### src/rtl/hzc_pkg.sv
// Package: shared types of the hazard controller.
// Assumes: operand selects are 2 bits wide and their codes are fixed by the datapath mux.
package hzc_pkg;

    // Operand source codes decoded by the ALU input multiplexers.
    typedef enum logic [1:0] {
        OPSEL_RF  = 2'b00,
        OPSEL_EXM = 2'b01,
        OPSEL_MWB = 2'b10
    } opsel_e;

endpackage

### src/rtl/hzc_reg_match.sv
// Module: compares one source register against one in-flight producer.
// Assumes: register 0 is hard-wired and is never a dependency.
module hzc_reg_match #(
    parameter int REG_AW = 5
) (
    input  logic [REG_AW-1:0] src,
    input  logic              prod_valid,
    input  logic              prod_wr,
    input  logic [REG_AW-1:0] prod_rd,
    output logic              hit
);

    // Raise hit when a live writer targets the nonzero source register.
    always_comb begin
        hit = prod_valid && prod_wr && (prod_rd != '0) && (prod_rd == src);
    end

endmodule

### src/rtl/hzc_dep_stall.sv
// Module: decides whether the decode instruction must wait for a producer.
// Assumes: register file writes complete before same-cycle reads; non-load
// results are written in the memory stage, load results in writeback.
module hzc_dep_stall #(
    parameter int REG_AW  = 5,
    parameter int NUM_SRC = 2
) (
    input  logic              fwd_en,
    input  logic              dec_valid,
    input  logic [REG_AW-1:0] dec_src [NUM_SRC],
    input  logic              exe_valid,
    input  logic              exe_regwr,
    input  logic              exe_load,
    input  logic [REG_AW-1:0] exe_rd,
    input  logic              mem_valid,
    input  logic              mem_regwr,
    input  logic              mem_load,
    input  logic [REG_AW-1:0] mem_rd,
    output logic              dep_stall
);

    logic [NUM_SRC-1:0] hit_exe;
    logic [NUM_SRC-1:0] hit_mem;

    // One comparator pair per decode source operand.
    for (genvar i = 0; i < NUM_SRC; i++) begin : g_src
        hzc_reg_match #(.REG_AW(REG_AW)) u_exe (
            .src        (dec_src[i]),
            .prod_valid (exe_valid),
            .prod_wr    (exe_regwr),
            .prod_rd    (exe_rd),
            .hit        (hit_exe[i])
        );
        hzc_reg_match #(.REG_AW(REG_AW)) u_mem (
            .src        (dec_src[i]),
            .prod_valid (mem_valid),
            .prod_wr    (mem_regwr),
            .prod_rd    (mem_rd),
            .hit        (hit_mem[i])
        );
    end

    logic ld_in_exe;
    logic ld_in_mem;

    // Combine hits into the bypassed and non-bypassed stall rules.
    always_comb begin
        ld_in_exe = (|hit_exe) && exe_load;
        ld_in_mem = (|hit_mem) && mem_load;
        if (fwd_en) begin
            dep_stall = dec_valid && ld_in_exe;
        end else begin
            dep_stall = dec_valid && ((|hit_exe) || ld_in_mem);
        end
    end

endmodule

### src/rtl/hzc_fwd_select.sv
// Module: picks the source of one ALU operand for the execute instruction.
// Assumes: a load in the memory stage never has a consumer in execute,
// because the decode stall already separated them.
module hzc_fwd_select
    import hzc_pkg::*;
#(
    parameter int REG_AW = 5
) (
    input  logic              fwd_en,
    input  logic              exe_valid,
    input  logic [REG_AW-1:0] src,
    input  logic              mem_valid,
    input  logic              mem_regwr,
    input  logic              mem_load,
    input  logic [REG_AW-1:0] mem_rd,
    input  logic              wb_valid,
    input  logic              wb_regwr,
    input  logic              wb_load,
    input  logic [REG_AW-1:0] wb_rd,
    output opsel_e            sel
);

    logic hit_m;
    logic hit_w;

    hzc_reg_match #(.REG_AW(REG_AW)) u_m (
        .src        (src),
        .prod_valid (mem_valid),
        .prod_wr    (mem_regwr && !mem_load),
        .prod_rd    (mem_rd),
        .hit        (hit_m)
    );

    hzc_reg_match #(.REG_AW(REG_AW)) u_w (
        .src        (src),
        .prod_valid (wb_valid),
        .prod_wr    (wb_regwr && wb_load),
        .prod_rd    (wb_rd),
        .hit        (hit_w)
    );

    // Youngest producer first: memory stage, then writeback load.
    always_comb begin
        sel = OPSEL_RF;
        if (fwd_en && exe_valid) begin
            if (hit_m) begin
                sel = OPSEL_EXM;
            end else if (hit_w) begin
                sel = OPSEL_MWB;
            end
        end
    end

endmodule

### src/rtl/hzc_port_arbiter.sv
// Module: detects contention on the shared memory port and on the single
// register-file write port.
// Assumes: a write-port clash can only come from a load directly followed by
// a non-load writer, so it is caught while that pair sits in execute/decode.
module hzc_port_arbiter (
    input  logic unified_mem,
    input  logic mem_valid,
    input  logic mem_access,
    input  logic exe_valid,
    input  logic exe_load,
    input  logic exe_regwr,
    input  logic dec_valid,
    input  logic dec_load,
    input  logic dec_regwr,
    output logic mem_port_busy,
    output logic wport_clash
);

    // Fetch loses the port whenever the memory stage uses it.
    always_comb begin
        mem_port_busy = unified_mem && mem_valid && mem_access;
    end

    // Space a non-load writer one slot further behind a load.
    always_comb begin
        wport_clash = exe_valid && exe_load && exe_regwr &&
                      dec_valid && dec_regwr && !dec_load;
    end

endmodule

### src/rtl/hzc_pipe_ctrl.sv
// Module: top of the hazard and forwarding controller for a five-stage pipe.
// Assumes: stage flags come from the pipeline registers; fwd_en and
// unified_mem are static; a NOP is an instruction with its valid bit clear.
module hzc_pipe_ctrl
    import hzc_pkg::*;
#(
    parameter int REG_AW = 5
) (
    input  logic              clk,
    input  logic              rst_n,
    input  logic              fwd_en,
    input  logic              unified_mem,
    input  logic              dec_valid,
    input  logic [REG_AW-1:0] dec_rs1,
    input  logic [REG_AW-1:0] dec_rs2,
    input  logic              dec_regwr,
    input  logic              dec_load,
    input  logic              exe_valid,
    input  logic [REG_AW-1:0] exe_rs1,
    input  logic [REG_AW-1:0] exe_rs2,
    input  logic [REG_AW-1:0] exe_rd,
    input  logic              exe_load,
    input  logic              exe_regwr,
    input  logic              mem_valid,
    input  logic [REG_AW-1:0] mem_rd,
    input  logic              mem_load,
    input  logic              mem_access,
    input  logic              mem_regwr,
    input  logic              wb_valid,
    input  logic [REG_AW-1:0] wb_rd,
    input  logic              wb_load,
    input  logic              wb_regwr,
    output logic              stall_fetch,
    output logic              bubble_decode,
    output logic              stall_decode,
    output logic              bubble_execute,
    output logic [1:0]        fwd_sel_a,
    output logic [1:0]        fwd_sel_b
);

    localparam int NUM_SRC = 2;

    logic [REG_AW-1:0] dec_src [NUM_SRC];
    logic [REG_AW-1:0] exe_src [NUM_SRC];
    opsel_e            op_sel  [NUM_SRC];
    logic              dep_stall;
    logic              mem_port_busy;
    logic              wport_clash;
    logic              hold_front;

    // Gather source operands into arrays for the replicated logic.
    always_comb begin
        dec_src[0] = dec_rs1;
        dec_src[1] = dec_rs2;
        exe_src[0] = exe_rs1;
        exe_src[1] = exe_rs2;
    end

    hzc_dep_stall #(.REG_AW(REG_AW), .NUM_SRC(NUM_SRC)) u_dep (
        .fwd_en    (fwd_en),
        .dec_valid (dec_valid),
        .dec_src   (dec_src),
        .exe_valid (exe_valid),
        .exe_regwr (exe_regwr),
        .exe_load  (exe_load),
        .exe_rd    (exe_rd),
        .mem_valid (mem_valid),
        .mem_regwr (mem_regwr),
        .mem_load  (mem_load),
        .mem_rd    (mem_rd),
        .dep_stall (dep_stall)
    );

    hzc_port_arbiter u_port (
        .unified_mem   (unified_mem),
        .mem_valid     (mem_valid),
        .mem_access    (mem_access),
        .exe_valid     (exe_valid),
        .exe_load      (exe_load),
        .exe_regwr     (exe_regwr),
        .dec_valid     (dec_valid),
        .dec_load      (dec_load),
        .dec_regwr     (dec_regwr),
        .mem_port_busy (mem_port_busy),
        .wport_clash   (wport_clash)
    );

    // One operand selector per ALU source.
    for (genvar i = 0; i < NUM_SRC; i++) begin : g_opsel
        hzc_fwd_select #(.REG_AW(REG_AW)) u_sel (
            .fwd_en    (fwd_en),
            .exe_valid (exe_valid),
            .src       (exe_src[i]),
            .mem_valid (mem_valid),
            .mem_regwr (mem_regwr),
            .mem_load  (mem_load),
            .mem_rd    (mem_rd),
            .wb_valid  (wb_valid),
            .wb_regwr  (wb_regwr),
            .wb_load   (wb_load),
            .wb_rd     (wb_rd),
            .sel       (op_sel[i])
        );
    end

    // Merge hazard sources into pipeline register controls; a front hold wins
    // over a decode bubble because decode must keep its instruction.
    always_comb begin
        hold_front     = dep_stall || wport_clash;
        stall_fetch    = hold_front || mem_port_busy;
        stall_decode   = hold_front;
        bubble_execute = hold_front;
        bubble_decode  = mem_port_busy && !hold_front;
        fwd_sel_a      = op_sel[0];
        fwd_sel_b      = op_sel[1];
    end


    split_mem_no_bubble_chk: assert property (@(posedge clk) disable iff (!rst_n)
        !unified_mem |-> !bubble_decode);


    fwd_off_sel_chk: assert property (@(posedge clk) disable iff (!rst_n)
        (!fwd_en || !exe_valid) |-> (fwd_sel_a == 2'b00 && fwd_sel_b == 2'b00));


    sel_exm_src_chk: assert property (@(posedge clk) disable iff (!rst_n)
        (fwd_sel_a == 2'b01) |-> (mem_valid && mem_regwr && !mem_load && mem_rd == exe_rs1));


    sel_mwb_src_chk: assert property (@(posedge clk) disable iff (!rst_n)
        (fwd_sel_b == 2'b10) |-> (wb_valid && wb_load && wb_rd == exe_rs2));


    r0_no_fwd_chk: assert property (@(posedge clk) disable iff (!rst_n)
        (exe_rs1 == '0) |-> (fwd_sel_a == 2'b00));


    stall_over_bubble_chk: assert property (@(posedge clk) disable iff (!rst_n)
        stall_decode |-> (stall_fetch && !bubble_decode));


    wport_spacing_chk: assert property (@(posedge clk) disable iff (!rst_n)
        (exe_valid && exe_load && exe_regwr && dec_valid && dec_regwr && !dec_load)
            |-> (bubble_execute && stall_decode));


    idle_quiet_chk: assert property (@(posedge clk) disable iff (!rst_n)
        (!dec_valid && !mem_valid && !exe_valid)
            |-> (!stall_fetch && !bubble_decode && fwd_sel_a == 2'b00));

endmodule

### config.mk
export PLATFORM = sky130hd
export DESIGN_NAME = hzc_pipe_ctrl
export DESIGN_NICKNAME = d
export VERILOG_FILES = /design/src/rtl/hzc_pkg.sv /design/src/rtl/hzc_reg_match.sv /design/src/rtl/hzc_dep_stall.sv /design/src/rtl/hzc_fwd_select.sv /design/src/rtl/hzc_port_arbiter.sv /design/src/rtl/hzc_pipe_ctrl.sv
export SDC_FILE = /design/constraint.sdc
export NUM_CORES = 1
export LEC_CHECK = 0
export BUFFER_PORTS_ARGS = -buffer_cell sky130_fd_sc_hd__buf_2
export CORE_MARGIN = 10
export CORE_UTILIZATION = 39
export DETAILED_ROUTE_END_ITERATION = 8
export PLACE_DENSITY = 0.91
export SETUP_SLACK_MARGIN = 0.2
export SLEW_MARGIN = 20
export SYNTH_ARGS = -nofsm -noshare
export SYNTH_HDL_FRONTEND = slang
export SYNTH_SLANG_ARGS = --single-unit
### constraint.sdc
create_clock -name vclk -period 2.6
set_clock_uncertainty 0.15 [all_clocks]
set_input_delay 0.52 -clock vclk [all_inputs]
set_output_delay 0.52 -clock vclk [all_outputs]
set_load 0.02 [all_outputs]
==> results.cfg, run 1 <==
[timing]
rsz0062_at_grt = true
post-route-period-util_pct = 97.45
timing.fmax_ghz = 0.3947
fin_crit_ps = 2534
slew_headroom_pct = 81.25
setup_ws_ps = 66.34
tightest_slew_ps = 281.3
setup_viol = 0
drv_slew = 0
hold_violations = 0

[power]
power.total_w = 0.0001491
p_per_area_nw_per_um2 = 143.2
peakVddDrop_mv = 0.08143
p_leak_nw = 0.4808

[routing]
dr.first_iter.drc_count = 9
routed_via_density = 5.321
postRouteAntennaNets = 0
vias = 862
post-route-drc-count = 0
wire_per_inst_um = 16.25
drtPass1Iterations = 4
wirelength_um = 2633

[synthesis]
synth_seq_area_share_pct = 0
synth_area_um2 = 638.1
avgSynthCellArea_um2 = 7.335
synth_cell_types = 25
synth_fp_nets = 139
yosys_warnings = 0
syn_inst = 87

[placed_design]
place_congestion = 0.8474
placed_cells = 160
place_ws_ps = 20.06
port_buffers = 58
dp_hpwl_um = 2335

[global_route]
gr-usage-all-layers_pct = 12.96
grt_pass1_vias = 884
grt_pass1_wl_um = 3877
gr-total-overflow = 0
grt_max_degree = 6
grt_antenna_before_repair = 0

[min_path]
hp-class = in2out

[die]
die-area_um2 = 3654
start_util_pct = 41.87
num_rows = 14
die_h_um = 60.45
core_area_um2 = 1524
die_w_um = 60.45
ios = 60

[setup_path]
cp_top_family = simple AND/OR/NAND/NOR gates
crit_buf_inv = 2
worstPathMaxFanout = 2
critPathKind = in2out
startpoint_type = primary input
worstPathRequired_ps = 1930
critPathSlowestCell = or4_4
crit_arrival_ps = 1860
max_stage_delay_ps = 540
path_cells = buf_6 -> or4_4 -> o211ai_2 -> nor2_1 -> nand4_1 -> and4_2 -> buf_4
end_kind = output pin

[layout]
clockBufferCount = 0
mostFrequentLayoutCells = buf_2, xor2_1, xnor2_1
seq_cells = 0
stdcell_count = 162
register_area_um2 = 0
layout-drive-gt1-share_pct = 52.05
n_antenna_cell = 0
synthToLayoutAreaGrowth_pct = 63.14
final_nets = 200
final_common_cell = buf_2

[run_status]
status = completed

[job]
cap_violations = 0

[clock_tree]
cts_hold_buf = 0
per-layer routing:
metal  vias to the layer above  wire length [um]  part of all wire, %  track usage [%]
li1                        420                 -                    -                -
met1                       388               880                   33            11.98
met4                         0                67                  2.5            3.135
met3                         6               312                   12            4.175
met5                         -                 0                    0                0
met2                        48              1373                   52            26.32
cell families after synthesis:
kind of cell,Yosys count,synth area share [%]
simple gates,35,31.37
buf+inv,7,7.449
compound gates,5,6.273
xor+xnor,40,54.90
layout make-up:
type	instances	area [um2]
timing repair buffer	65	381.6
tap	16	20.02
fill	132	483.0
inverter	1	3.754
multi-input combinational	80	635.6
power breakdown:
group / total, W / internal (W) / switching [W] / leakage (nW)
registers: 0 / 0 / 0 / 0
clock network: 0 / 0 / 0 / 0
logic: 0.000149 / 0.0000765 / 0.0000726 / 0.481
worst paths after layout:
check	startpoint	endpoint	slack, ps	cells after the start
min	unified_mem	stall_fetch	1270	4
max	mem_rd[0]	fwd_sel_a[1]	70	7
metrics by stage:
stage | instance area, um2 | TNS, ps | util, % | hold slack, ps
after floorplan | 659.4 | 0 | - | 1060
after global routing | 1041 | -1.187 | 68.31 | 1295
after global placement | 955.9 | 0 | 62.73 | 1271
final | 1041 | 0 | 68.31 | 1271
after CTS | 1039 | 0 | 68.14 | 1277
after detailed placement | 955.9 | 0 | 62.73 | 1273
Yosys cell counts:
master    number  area, um2
nor2_1         4      15.01
o211ai_2       1      12.51
buf_6          2      22.52
and4b_1        1      10.01
nand4_1        3      18.77
and4_1         1      8.760
or4_4          1      11.26
inv_1          1      3.750
xnor2_1       20      175.2
or3_1          1      6.260
a21oi_1        1      5.000
xor2_1        20      175.2
clkbuf_2       1      5.000
buf_4          1      7.510
nor4_1         1      6.260
nor3b_2        1      12.51
or4_1          2      15.01
clkbuf_1       1      3.750
buf_2          1      5.000
o21ai_2        1      8.760
nand2_1        3      11.26
nor3_1         8      40.04
nand3_1        9      45.04
o221ai_1       1      8.760
o21ai_1        1      5.000
what timing repair did:
action                     CTS  global route
setup buffers                2             0
cloned                       0             0
setup endpoints to repair    8             8
resized for setup           16             1
pin swaps                    3             1
Power figures use the tool's default switching activity.
==> run 2, diff against run 1 <==
--- a/config.mk
+++ b/config.mk
@@ -5,11 +5,11 @@
 export SDC_FILE = /design/constraint.sdc
 export NUM_CORES = 1
 export LEC_CHECK = 0
-export BUFFER_PORTS_ARGS = -buffer_cell sky130_fd_sc_hd__buf_2
 export CORE_MARGIN = 10
-export CORE_UTILIZATION = 39
+export CORE_UTILIZATION = 38
 export DETAILED_ROUTE_END_ITERATION = 8
-export PLACE_DENSITY = 0.91
+export DONT_BUFFER_PORTS = 1
+export PLACE_DENSITY = 0.58
 export SETUP_SLACK_MARGIN = 0.2
 export SLEW_MARGIN = 20
 export SYNTH_ARGS = -nofsm -noshare
==> results.cfg, run 2 (synthesis results as in run 1) <==
[die]
die_h_um = 60.98
ios = 60
die_w_um = 60.98
start_util_pct = 41.40
core_area_um2 = 1541
num_rows = 14
die-area_um2 = 3719

[setup_path]
end_kind = output pin
critPathLaunch = exe_rd[1]
max_stage_delay_ps = 510
critPathSlowestCell = or4_1
critPathKind = in2out
path_cells = or4_1 -> o221ai_1 -> and4b_2
cp_top_family = simple AND/OR/NAND/NOR gates
startpoint_type = primary input
worstPathMaxFanout = 3
worstPathRequired_ps = 1930
crit_buf_inv = 0
cp.depth = 3
crit_arrival_ps = 1710

[power]
p_leak_nw = 0.2021
p_per_area_nw_per_um2 = 111.1
peakVddDrop_mv = 0.04240

[routing]
dr.first_iter.drc_count = 15
wirelength_um = 2067
post-route-drc-count = 0
top_layer_used = met3
postRouteAntennaNets = 0
vias = 578
wl_met1_um = 619
drtPass1Iterations = 2
dr_wl_met3_um = 367
wl_met2_um = 1080
wire_per_inst_um = 21.31
routed_via_density = 5.959

[layout]
synthToLayoutAreaGrowth_pct = -0.7843
register_area_um2 = 0
final_nets = 135
fin_util_pct = 41.07
n_antenna_cell = 0
clockBufferCount = 0
mostFrequentLayoutCells = xor2_1, xnor2_1, nor3_1, nand3_1, nor2_1
seq_cells = 0
layout-drive-gt1-share_pct = 9.877

[timing]
setup_viol = 0
timing.fmax_ghz = 0.4210
rsz0062_at_grt = true
hold_violations = 0
tightest_slew_ps = 402.3
slew_headroom_pct = 73.08
fin_crit_ps = 2375
fin_tns_setup_ps = 0
post-route-period-util_pct = 91.36
drv_slew = 0

[placed_design]
place_congestion = 0.7020
port_buffers = 0
dp_hpwl_um = 1938

[global_route]
grt_antenna_before_repair = 0
grt_pass1_wl_um = 2967
grt_pass1_vias = 637
grt_max_degree = 6
gr-total-overflow = 0
gr-usage-all-layers_pct = 9.909

[clock_tree]
postCtsSetupRepairBufs = 0

[run_status]
status = completed

[job]
cap_violations = 0

[min_path]
hp-class = in2out
min-delay-start = exe_valid
min_path_cells = 2
-- run 2: power breakdown --
part | internal (W) | leakage (nW) | switching [W]
clock network | 0 | 0 | 0
registers | 0 | 0 | 0
logic | 0.0000430 | 0.202 | 0.0000274
-- run 2: final timing paths --
kind                             to  slack (ps)
worst max-delay path  bubble_decode         220
worst min-delay path   fwd_sel_b[0]        1100
-- run 2: what timing repair did --
action,in CTS,in global routing
hold buffers,0,0
resized for setup,0,2
endpoints found under the setup margin,0,3
hold endpoints to repair,0,0
-- run 2: metrics by stage --
| step | instance area [um2] | hold WS, ps | setup WS (ps) | total power [W] | instances |
|---|---|---|---|---|---|
| after global routing | 633.1 | 1125 | 148.5 | 0.00007843 | 97 |
| final | 633.1 | 1101 | 224.5 | 0.00007037 | 97 |
| after detailed placement | 628.1 | 1105 | 215.1 | 0.00007046 | 97 |
| after floorplan | 659.4 | 1060 | 119.6 | 0.00007575 | 87 |
| after CTS | 628.1 | 1110 | 211.7 | 0.00007084 | 97 |
| after global placement | 628.1 | 1108 | 214.6 | 0.00006794 | 97 |
-- run 2: layout make-up --
cell class	instances	area (um2)
fillers	178	908.4
well taps	16	20.02
multi-input cells	80	609.3
inverters	1	3.754
-- run 2: metal layers --
layer | vias to the layer above | GRT usage [%]
met5 | - | 0
met4 | 0 | 0
met3 | 0 | 5.010
met2 | 30 | 19.80
met1 | 260 | 9.227
li1 | 288 | -
